--- src/rtl/clkrst_pkg.sv ---
package clkrst_pkg;
  // Registered view of one divided clock: its level and edge strobes.
  typedef struct packed {
    logic level;
    logic rise;
    logic fall;
  } clk_view_t;
endpackage

--- src/rtl/clkrst_src_mux.sv ---
module clkrst_src_mux (
  input  logic src_sel_i,
  input  logic osc_tick_i,
  input  logic ext_tick_i,
  output logic tick_o,
  output logic osc_n_o
);
  always_comb begin
    tick_o  = src_sel_i ? ext_tick_i : osc_tick_i;
    osc_n_o = ~tick_o;
  end
endmodule

--- src/rtl/clkrst_div.sv ---
module clkrst_div
  import clkrst_pkg::*;
#(
  parameter int unsigned DIV = 3
) (
  input  logic      clk_i,
  input  logic      rst_ni,
  input  logic      tick_i,
  output clk_view_t view_o,
  output logic      wrap_o
);
  localparam int unsigned CW = (DIV > 1) ? $clog2(DIV) : 1;
  localparam logic [CW-1:0] LAST = CW'(DIV - 1);

  logic [CW-1:0] cnt_q;
  clk_view_t     view_q;

  assign wrap_o = tick_i && (cnt_q == LAST);
  assign view_o = view_q;

  always_ff @(posedge clk_i or negedge rst_ni) begin
    if (!rst_ni) begin
      cnt_q  <= '0;
      view_q <= '0;
    end else begin
      view_q.rise <= wrap_o;
      view_q.fall <= tick_i && view_q.level;
      if (tick_i) begin
        cnt_q        <= wrap_o ? '0 : cnt_q + 1'b1;
        view_q.level <= wrap_o;
      end
    end
  end

  // level is high for exactly one input tick interval
  assert_high_one_tick_R2: assert property (@(posedge clk_i) disable iff (!rst_ni)
    (view_q.level && tick_i) |=> !view_q.level);

  // without an input tick the divided clock holds
  assert_hold_no_tick_R1: assert property (@(posedge clk_i) disable iff (!rst_ni)
    !tick_i |=> $stable(view_q.level));

  // strobes accompany level changes and last one cycle
  assert_rise_marks_edge_R4: assert property (@(posedge clk_i) disable iff (!rst_ni)
    $rose(view_q.level) |-> view_q.rise);
  assert_fall_marks_edge_R4: assert property (@(posedge clk_i) disable iff (!rst_ni)
    $fell(view_q.level) |-> view_q.fall);
  assert_rise_single_R4: assert property (@(posedge clk_i) disable iff (!rst_ni)
    view_q.rise |=> !view_q.rise);
endmodule

--- src/rtl/clkrst_rst_sync.sv ---
module clkrst_rst_sync #(
  parameter int unsigned STAGES = 2
) (
  input  logic clk_i,
  input  logic rst_ni,
  input  logic req_ni,
  input  logic upd_i,
  output logic rst_o
);
  logic [STAGES-1:0] sync_q;
  logic              rst_q;

  for (genvar s = 0; s < STAGES; s++) begin : g_stage
    always_ff @(posedge clk_i or negedge rst_ni) begin
      if (!rst_ni) begin
        sync_q[s] <= 1'b1;
      end else if (s == 0) begin
        sync_q[s] <= ~req_ni;
      end else begin
        sync_q[s] <= sync_q[(s == 0) ? 0 : s-1];
      end
    end
  end

  always_ff @(posedge clk_i or negedge rst_ni) begin
    if (!rst_ni) begin
      rst_q <= 1'b1;
    end else if (upd_i) begin
      rst_q <= sync_q[STAGES-1];
    end
  end

  assign rst_o = rst_q;

  // output moves only after an update request
  assert_rst_moves_on_upd_R5: assert property (@(posedge clk_i) disable iff (!rst_ni)
    !upd_i |=> $stable(rst_q));
endmodule

--- src/rtl/clkrst_gen.sv ---
module clkrst_gen
  import clkrst_pkg::*;
#(
  parameter int unsigned CPU_DIV     = 3,
  parameter int unsigned PER_DIV     = 2,
  parameter int unsigned SYNC_STAGES = 2
) (
  input  logic clk_i,
  input  logic rst_ni,
  input  logic osc_tick_i,
  input  logic ext_tick_i,
  input  logic src_sel_i,
  input  logic rst_req_ni,
  output logic osc_n_o,
  output logic cpu_clk_o,
  output logic cpu_rise_o,
  output logic cpu_fall_o,
  output logic per_clk_o,
  output logic per_rise_o,
  output logic per_fall_o,
  output logic cpu_rst_o
);
  logic      src_tick;
  logic      cpu_wrap;
  logic      per_wrap;
  logic      cpu_fall_evt;
  clk_view_t cpu_view;
  clk_view_t per_view;

  clkrst_src_mux u_mux (
    .src_sel_i  (src_sel_i),
    .osc_tick_i (osc_tick_i),
    .ext_tick_i (ext_tick_i),
    .tick_o     (src_tick),
    .osc_n_o    (osc_n_o)
  );

  clkrst_div #(.DIV(CPU_DIV)) u_cpu_div (
    .clk_i  (clk_i),
    .rst_ni (rst_ni),
    .tick_i (src_tick),
    .view_o (cpu_view),
    .wrap_o (cpu_wrap)
  );

  clkrst_div #(.DIV(PER_DIV)) u_per_div (
    .clk_i  (clk_i),
    .rst_ni (rst_ni),
    .tick_i (cpu_wrap),
    .view_o (per_view),
    .wrap_o (per_wrap)
  );

  // falling edge of the processor clock happens on this cycle's edge
  assign cpu_fall_evt = src_tick && cpu_view.level;

  clkrst_rst_sync #(.STAGES(SYNC_STAGES)) u_rst (
    .clk_i  (clk_i),
    .rst_ni (rst_ni),
    .req_ni (rst_req_ni),
    .upd_i  (cpu_fall_evt),
    .rst_o  (cpu_rst_o)
  );

  assign cpu_clk_o  = cpu_view.level;
  assign cpu_rise_o = cpu_view.rise;
  assign cpu_fall_o = cpu_view.fall;
  assign per_clk_o  = per_view.level;
  assign per_rise_o = per_view.rise;
  assign per_fall_o = per_view.fall;

  // latency watch: processor rising edges seen while a request waits
  logic [2:0] pend_q;
  always_ff @(posedge clk_i or negedge rst_ni) begin
    if (!rst_ni) begin
      pend_q <= '0;
    end else if (rst_req_ni || cpu_rst_o) begin
      pend_q <= '0;
    end else if (cpu_rise_o && pend_q != 3'd7) begin
      pend_q <= pend_q + 3'd1;
    end
  end

  // reset reaches the processor before a fifth rising edge
  assert_rst_latency_R6: assert property (@(posedge clk_i) disable iff (!rst_ni)
    pend_q <= 3'd4);

  // reset output changes only together with a fall strobe
  assert_rst_on_fall_R5: assert property (@(posedge clk_i) disable iff (!rst_ni)
    !$stable(cpu_rst_o) |-> cpu_fall_o);

  // peripheral clock edges coincide with processor rising edges
  assert_per_edge_on_cpu_rise_R3: assert property (@(posedge clk_i) disable iff (!rst_ni)
    (per_rise_o || per_fall_o) |-> cpu_rise_o);

  // a processor clock edge strobe is never both at once
  assert_cpu_strobes_exclusive_R4: assert property (@(posedge clk_i) disable iff (!rst_ni)
    $countones({cpu_rise_o, cpu_fall_o}) <= 1);

  logic unused_wrap;
  assign unused_wrap = per_wrap;
endmodule

--- config.mk ---
export PLATFORM = sky130hd
export DESIGN_NAME = clkrst_gen
export DESIGN_NICKNAME = d
export VERILOG_FILES = /design/src/rtl/clkrst_pkg.sv /design/src/rtl/clkrst_src_mux.sv /design/src/rtl/clkrst_div.sv /design/src/rtl/clkrst_rst_sync.sv /design/src/rtl/clkrst_gen.sv
export SDC_FILE = /design/constraint.sdc
export NUM_CORES = 1
export LEC_CHECK = 0
export ABC_CLOCK_PERIOD_IN_PS = 3100
export CAP_MARGIN = 0
export CORE_AREA = 2 2 39 41
export DETAILED_ROUTE_END_ITERATION = 10
export DIE_AREA = 0 0 41 43
export GPL_TIMING_DRIVEN = 0
export RECOVER_POWER = 100
export SYNTH_ARGS = -nofsm -noshare
export SYNTH_HDL_FRONTEND = slang
export SYNTH_SLANG_ARGS = --single-unit
--- constraint.sdc ---
create_clock -name clk_i -period 3.1 [get_ports clk_i]
set_clock_uncertainty 0.1 [all_clocks]
set_input_delay 0.465 -clock clk_i [delete_from_list [all_inputs] [get_ports clk_i]]
set_output_delay 0.465 -clock clk_i [all_outputs]
set_load 0.01 [all_outputs]
==> summary.txt, run 1 <==
Worst setup path
  – Crit Path Max Fanout: 8
  – RR Endpoint: u_per_div.view_o[2]
  – Reg2reg setup slack: roughly 1.5 ns
  – CP endpoint: osc_n_o
  – Critical path origin: src_sel_i
  – CP max stage delay: about 0.68 ns
  – Worst Path Required: approximately 2.5 ns
  – R2R cell count: 2
  – Crit-path slowest cell: dlygate4sd3_1
  – Critical path launch point type: primary input
  – Crit-path cells: clkdlybuf4s50_1 -> mux2i_1 -> dlygate4sd3_1
  – FF-to-FF Start: u_cpu_div.cnt_q[0]
  – Worst EP arrival: 2.11 ns
  – CP Class: in -> out
  – CP endpoint kind: output port

Floorplanning
  – Die area: 1760 um2
  – CORE AREA: ~1400 um2
  – Chip Height: about 43 um
  – # IOs: 14
  – Initial Utilization: 31.6%
  – Num rows: 14
  – Die width: between 40 and 50 um

Synthesis
  – Post-synthesis xor/xnor area fraction: under 10%
  – Largest area contributor in the netlist: dfrtp_1
  – Synth Register Bits: 12
  – Mapped Cells: 26
  – Post-synth top area share: 51.4%
  – Ranking of synthesized cells by area: dfrtp_1, dfstp_2, a21o_1
  – Distinct cells, synth: 13
  – Largest family of logic cells by synthesized area: simple AND/OR/NAND/NOR gates
  – Post-Synth Adder-Cell Area: 0%
  – Synth Area in Compound Gates: a little over 5%
  – Syn avg cell area: about 17 um2
  – Ys async rst share: 100%
  – Most numerous cell in the Yosys netlist: dfrtp_1
  – Sequential area share after synthesis: a little over two thirds
  – Mux cell area share after synthesis: 11.1%
  – Synth Area in Simple Gates: 11.4%
  – Post-synth top flop: dfrtp_1
  – Mapped Area: approximately 440 um2
  – Mapped Nets: 32
  – Synth warn: 0
  – Post-synth top cells: dfrtp_1, a21o_1, dfstp_2
  – EDFF count, synth: 0

Clock network
  – Cts repair resizes: 0
  – Clock Sinks: 12
  – Clk Latency, worst-skew pair: ~0.27 ns
  – Cts hold-fix bufs: 0
  – CTS clk-pin slew, worst paths: ~0.060 ns
  – H-Tree Depth: 1
  – CTS max path bufs: 2
  – CTS tree: built
  – Post-CTS Setup Bufs: 0
  – CTS root buf: clkbuf_4
  – Num CTS Buffers: 3

Drt
  – First-pass iteration count of the detailed router: 1
  – Via-to-Cell Ratio: 4.22
  – Routed vias: 249
  – DRC Markers: 0
  – Detailed Route WL: about 620 um
  – Drt first-iter violations: 0
  – DR WL/cell: approximately 10 um
  – Antenna viol nets, final: 0

Global route
  – Number of antenna violations at the first check in global routing: 0
  – Total grt overflow: 0
  – Vias in the first global route: 255
  – First-pass GRT wire length: 1.05 mm
  – Overall Global Routing Usage: under 10%
  – Largest net degree at the start of global routing: 13

STA
  – RSZ-0062 raised after global routing: false
  – Worst-margin pin slew: approximately 0.7 ns
  – Period utilisation layout: roughly 86%
  – Fin crit period: around 2.7 ns
  – PnR worst setup slack: between 0.4 and 0.5 ns
  – Final setup fails: 0
  – Normalized max-slew margin: 53.1%
  – FMAX: roughly 0.37 GHz
  – Slew Limit Fails: 0
  – Setup TNS: 0 ns
  – Hold Vio Cnt, Final: 0

Placed design
  – Gp weighted congestion: between 0.6 and 0.7
  – Post-DP Area: ~600 um2
  – I/O Buffers: 13
  – Pre-CTS WS: roughly 0.57 ns
  – Post-DP HPWL: around 450 um
  – Dpl cells: 55

Layout
  – Area occupied by registers: around 300 um2
  – Multi-input logic area: 106 um2
  – Finished Layout Cells: 59
  – Area grow syn2layout: 34.9%
  – Nets@finish: 50
  – Layout cells sized above 1: about a fifth
  – Inserted Diodes: 0
  – Fillers: approximately 130
  – Design area: between 500 and 600 um2

Run status
  – Outcome: finished, final reports clean

Power
  – Power Total: 0.474 mW
  – VDD IR max: approximately 280 uV
  – Power Density: 802 nW/um2
  – Leak: just under 0.3 nW

Worst hold path
  – Hold Crit Class: reg -> reg

Run
  – Max cap viols: 0
[final cells by class]
class / count / share of cell area (%)
repair buffers: 13 / 22.0
flip-flops and latches: 12 / 51.5
well taps: 16 / 3.39
inverters: 1 / 0.636
clock buffers: 4 / 4.45
multi-input cells: 13 / 18.0
[placed cells by master (no fill, tap or decap), drive strengths merged]
| cell type | Yosys | layout |
|---|---|---|
| dlygate4sd3 | 0 | 10 |
| dfrtp | 9 | 9 |
| clkbuf | 0 | 4 |
| a21o | 3 | 3 |
| clkdlybuf4s50 | 0 | 3 |
| dfstp | 3 | 3 |
| nor3b | 2 | 2 |
| and2 | 2 | 2 |
| mux2 | 2 | 2 |
| mux2i | 1 | 1 |
| inv | 1 | 1 |
| nor2b | 1 | 1 |
| xor2 | 1 | 1 |
| nor3 | 1 | 1 |
[critical path, delay by kind of cell]
family | cells | cell delay, ns
buf+inv | 2 | 1.15
mux | 1 | 0.49
[flip-flops by register name, summed over array words and instances (netlist names)]
signal,count
u_cpu_div.view_o,3
u_per_div.view_o,3
u_cpu_div.cnt_q,2
u_rst.sync_q,2
u_per_div.cnt_q,1
u_rst.rst_o,1
[where the power goes]
part / internal, mW / switching [mW] / leakage, nW
logic: 0.0841 / 0.0505 / 0.131
registers: 0.211 / 0.0308 / 0.149
clock network: 0.0497 / 0.0473 / 0.0150
[routing by layer]
metal	GRT usage, %	vias up	part of all wire, %	wire length [um]
li1	-	121	-	-
met1	10.5	118	41	251
met2	13.8	10	51	314
met3	3.14	0	8.6	53
met4	6.00	0	0	0
met5	0	-	0	0
[metrics by stage]
stage          utilization (%)  hold WS, ns
3_3_place_gp              42.5        0.246
3_5_place_dp              42.5        0.249
4_1_cts                   44.4        0.259
5_1_grt                   42.7        0.265
6_report                  42.7        0.258
2_1_floorplan                -       0.0694
[kinds of logic after synthesis]
group                  Yosys count
buffers and inverters            1
XOR/XNOR                         1
AO/OA/AOI/OAI                    3
flip-flops                      12
multiplexers                     3
AND/OR/NAND/NOR                  6
[how the worst min path moves through the flow]
| stage | startpoint | end | slack [ns] | cells after the start |
|---|---|---|---|---|
| final | u_rst.sync_q[0] | u_rst.sync_q[1] | 0.26 | 0 |
| after global routing | u_rst.sync_q[0] | u_rst.sync_q[1] | 0.27 | 0 |
| after CTS | u_rst.sync_q[0] | u_rst.sync_q[1] | 0.26 | 0 |
| after detailed placement | u_rst.sync_q[0] | u_rst.sync_q[1] | 0.25 | 0 |
| after global placement | u_rst.sync_q[0] | u_rst.sync_q[1] | 0.25 | 0 |
| after floorplan | rst_ni | u_cpu_div.cnt_q[0] | 0.07 | 0 |
Note: power is estimated with default switching activity, not from simulation.
==> inputs of run 2 (changes only) <==
CORE_AREA = not set   (was 2 2 39 41)
CORE_MARGIN = 1.5   (was not set)
CORE_UTILIZATION = 25   (was not set)
DIE_AREA = not set   (was 0 0 41 43)
HOLD_SLACK_MARGIN = 0.06   (was not set)
PLACE_DENSITY_LB_ADDON = 0.05   (was not set)
==> run 2 against run 1 <==
  * Count of clock-buffer cells in the layout stayed put
  * Via count is 3.2% higher
  * Register-to-register slack worse by 0.06 ns
  * Fmax is 2.7% higher
  * Critical path type unchanged
  * First-iteration DRC count stayed put
  * Die area is 14% higher
  * Sequential share of layout area is 1.1 points lower
  * Utilization is 4.4 points lower
  * Sequential cell count stayed put
==> summary.txt, run 2 (synthesis gave the netlist of run 1 again) <==
Run status
  – Outcome: finished, final reports clean

Global route
  – Vias in the first global route: 236 (-7.5%)
  – Largest net degree at the start of global routing: 13 (unchanged)
  – Overall Global Routing Usage: 8.39% (-0.80 points)
  – Total grt overflow: 0 (unchanged)
  – First-pass GRT wire length: 1.08 mm (+2.7%)
  – Number of antenna violations at the first check in global routing: 0 (unchanged)

Worst setup path
  – Worst EP arrival: 2.03 ns (-0.08 ns)
  – Crit-path cells: dlygate4sd3_1 -> mux2i_4 -> dlygate4sd3_1
  – Critical path's most frequent cell: dlygate4sd3_1
  – CP endpoint kind: output port
  – Worst Path Required: 2.53 ns (about the same)
  – Crit-path slowest cell: dlygate4sd3_1
  – Critical path launch point type: primary input
  – CP max stage delay: 0.65 ns (-0.03 ns)
  – Crit Path Max Fanout: 8 (unchanged)
  – CP Class: in -> out

STA
  – Period utilisation layout: 83.8% (-2.3 points)
  – Final setup fails: 0 (unchanged)
  – Slew Limit Fails: 0 (unchanged)
  – Setup TNS: 0 ns (unchanged)
  – Normalized max-slew margin: 48.0% (-5.1 points)
  – Hold Vio Cnt, Final: 0 (unchanged)
  – RSZ-0062 raised after global routing: false
  – Hold_ws: 0.262 ns (+0.00409 ns)
  – Fin crit period: 2.60 ns (-0.0713 ns)
  – Worst-margin pin slew: 0.778 ns (+0.0764 ns)
  – FMAX: 0.385 GHz (+2.7%)

Power
  – Leak: 0.295 nW (-0.11%)
  – Flop pwr share: 50.9% (-0.2 points)
  – Internal power: 0.346 mW (+0.41%)
  – Combinational share of power: 28.8% (+0.4 points)
  – VDD IR max: 406 uV (+43%)
  – Switching Share: 27.1% (-0.11 points)
  – Power Density: 787 nW/um2 (-1.8%)
  – Clock share of power: 20.3% (-0.2 points)
  – Sw power: 0.128 mW (-0.13%)

Layout
  – Layout cells sized above 1: 20.9% (+2.3 points)
  – Most common cell after layout, fill and taps aside: dlygate4sd3_1
  – Nets@finish: 50 (unchanged)
  – Commonest cells after routing, fill and taps aside: dlygate4sd3_1, dfrtp_1, a21o_1, clkbuf_4, dfstp_2
  – Multi-input logic area: 119 um2 (+12%)
  – Inserted Diodes: 0 (unchanged)
  – Area grow syn2layout: 37.7%
  – Fillers: 164 (+25%)
  – Area occupied by registers: 304 um2 (unchanged)

Floorplanning
  – Die area: 2010 um2 (+14%)
  – Die width: 44.9 um (+9.4%)
  – Chip Height: 44.9 um (+4.3%)
  – Initial Utilization: 27.8% (-3.9 points)
  – Num rows: 14 (unchanged)
  – CORE AREA: 1580 um2 (+14%)
  – # IOs: 14 (unchanged)

Drt
  – Drt first-iter violations: 0 (unchanged)
  – Antenna viol nets, final: 0 (unchanged)
  – Routed vias: 257 (+3.2%)
  – Via-to-Cell Ratio: 4.36 (+3.2%)
  – DR WL/cell: 11.3 um (+7.6%)
  – DRC Markers: 0 (unchanged)
  – First-pass iteration count of the detailed router: 1 (unchanged)
  – Detailed Route WL: 666 um (+7.6%)

Placed design
  – Post-DP HPWL: 506 um (+13%)
  – Gp weighted congestion: 0.641 (+3.0%)
  – I/O Buffers: 13 (unchanged)

Clock network
  – H-Tree Depth: 1 (unchanged)
  – Clk Latency, worst-skew pair: 0.27 ns (about the same)
  – CTS clk-pin slew, worst paths: 0.06 ns (about the same)
  – Cts repair resizes: 0 (unchanged)
  – Clock Sinks: 12 (unchanged)
  – CTS tree: built
  – Post-CTS Setup Bufs: 0 (unchanged)
  – CTS max path bufs: 2 (unchanged)
  – CTS root buf: clkbuf_4
  – Cts hold-fix bufs: 0 (unchanged)
  – Num CTS Buffers: 3 (unchanged)

Run
  – Max cap viols: 0 (unchanged)

Worst hold path
  – Hold Crit Class: reg -> reg
run 2: cell types whose count changed in the layout (fill, tap and decap cells not counted), sizes merged:
cell           previous run  this run
dlygate4sd3              10        11
clkdlybuf4s50             3         2
run 2: final timing paths:
path | startpoint | to | slack (ns) | cells after the start
max in group asynchronous | rst_ni | u_rst.rst_o | 2.03 | 1
setup reg to reg | u_cpu_div.cnt_q[0] | u_per_div.view_o[2] | 1.47 | 2
min in group asynchronous | rst_ni | u_cpu_div.view_o[2] | 0.51 | 1
setup / recovery | src_sel_i | osc_n_o | 0.50 | 3
hold reg to reg | u_rst.sync_q[0] | u_rst.sync_q[1] | 0.26 | 0
hold / removal | u_rst.sync_q[0] | u_rst.sync_q[1] | 0.26 | 0
run 2: cell type report:
| type | count | share of cell area, % |
|---|---|---|
| clock buffer | 4 | 4.36 |
| multi-input combinational | 13 | 19.7 |
| inverter | 1 | 0.622 |
| tap | 16 | 3.32 |
| timing repair buffer | 13 | 21.6 |
| sequential | 12 | 50.4 |
run 2: power groups by stage:
stage	Clock (mW)	Sequential (mW)	Combinational [mW]
3_5_place_dp	0	0.250	0.157
6_report	0.0964	0.241	0.137
4_1_cts	0.102	0.247	0.158
2_1_floorplan	0	0.259	0.0670
5_1_grt	0.114	0.249	0.152
3_3_place_gp	0	0.246	0.155
run 2: layer usage:
| metal | GRT usage, % | wire length [um] |
|---|---|---|
| met2 | 12.8 | 342 |
| met3 | 7.20 | 62 |
| met5 | 0 | 0 |
| met4 | 3.53 | 4 |
| met1 | 8.16 | 256 |
run 2: worst max-delay path, delay by kind of cell:
kind	cells	cell delay [ns]
buffers and inverters	2	1.24
multiplexers	1	0.33
run 2: per-stage QoR:
stage	power, mW	setup slack [ns]	util (%)	cells	area (um2)
after floorplan	0.326	1.61	-	26	438
after global placement	0.400	0.582	37.3	55	588
after detailed placement	0.407	0.565	37.3	55	588
after CTS	0.507	0.565	39.0	59	614
after global routing	0.514	0.429	38.3	59	603
final	0.475	0.501	38.3	59	603
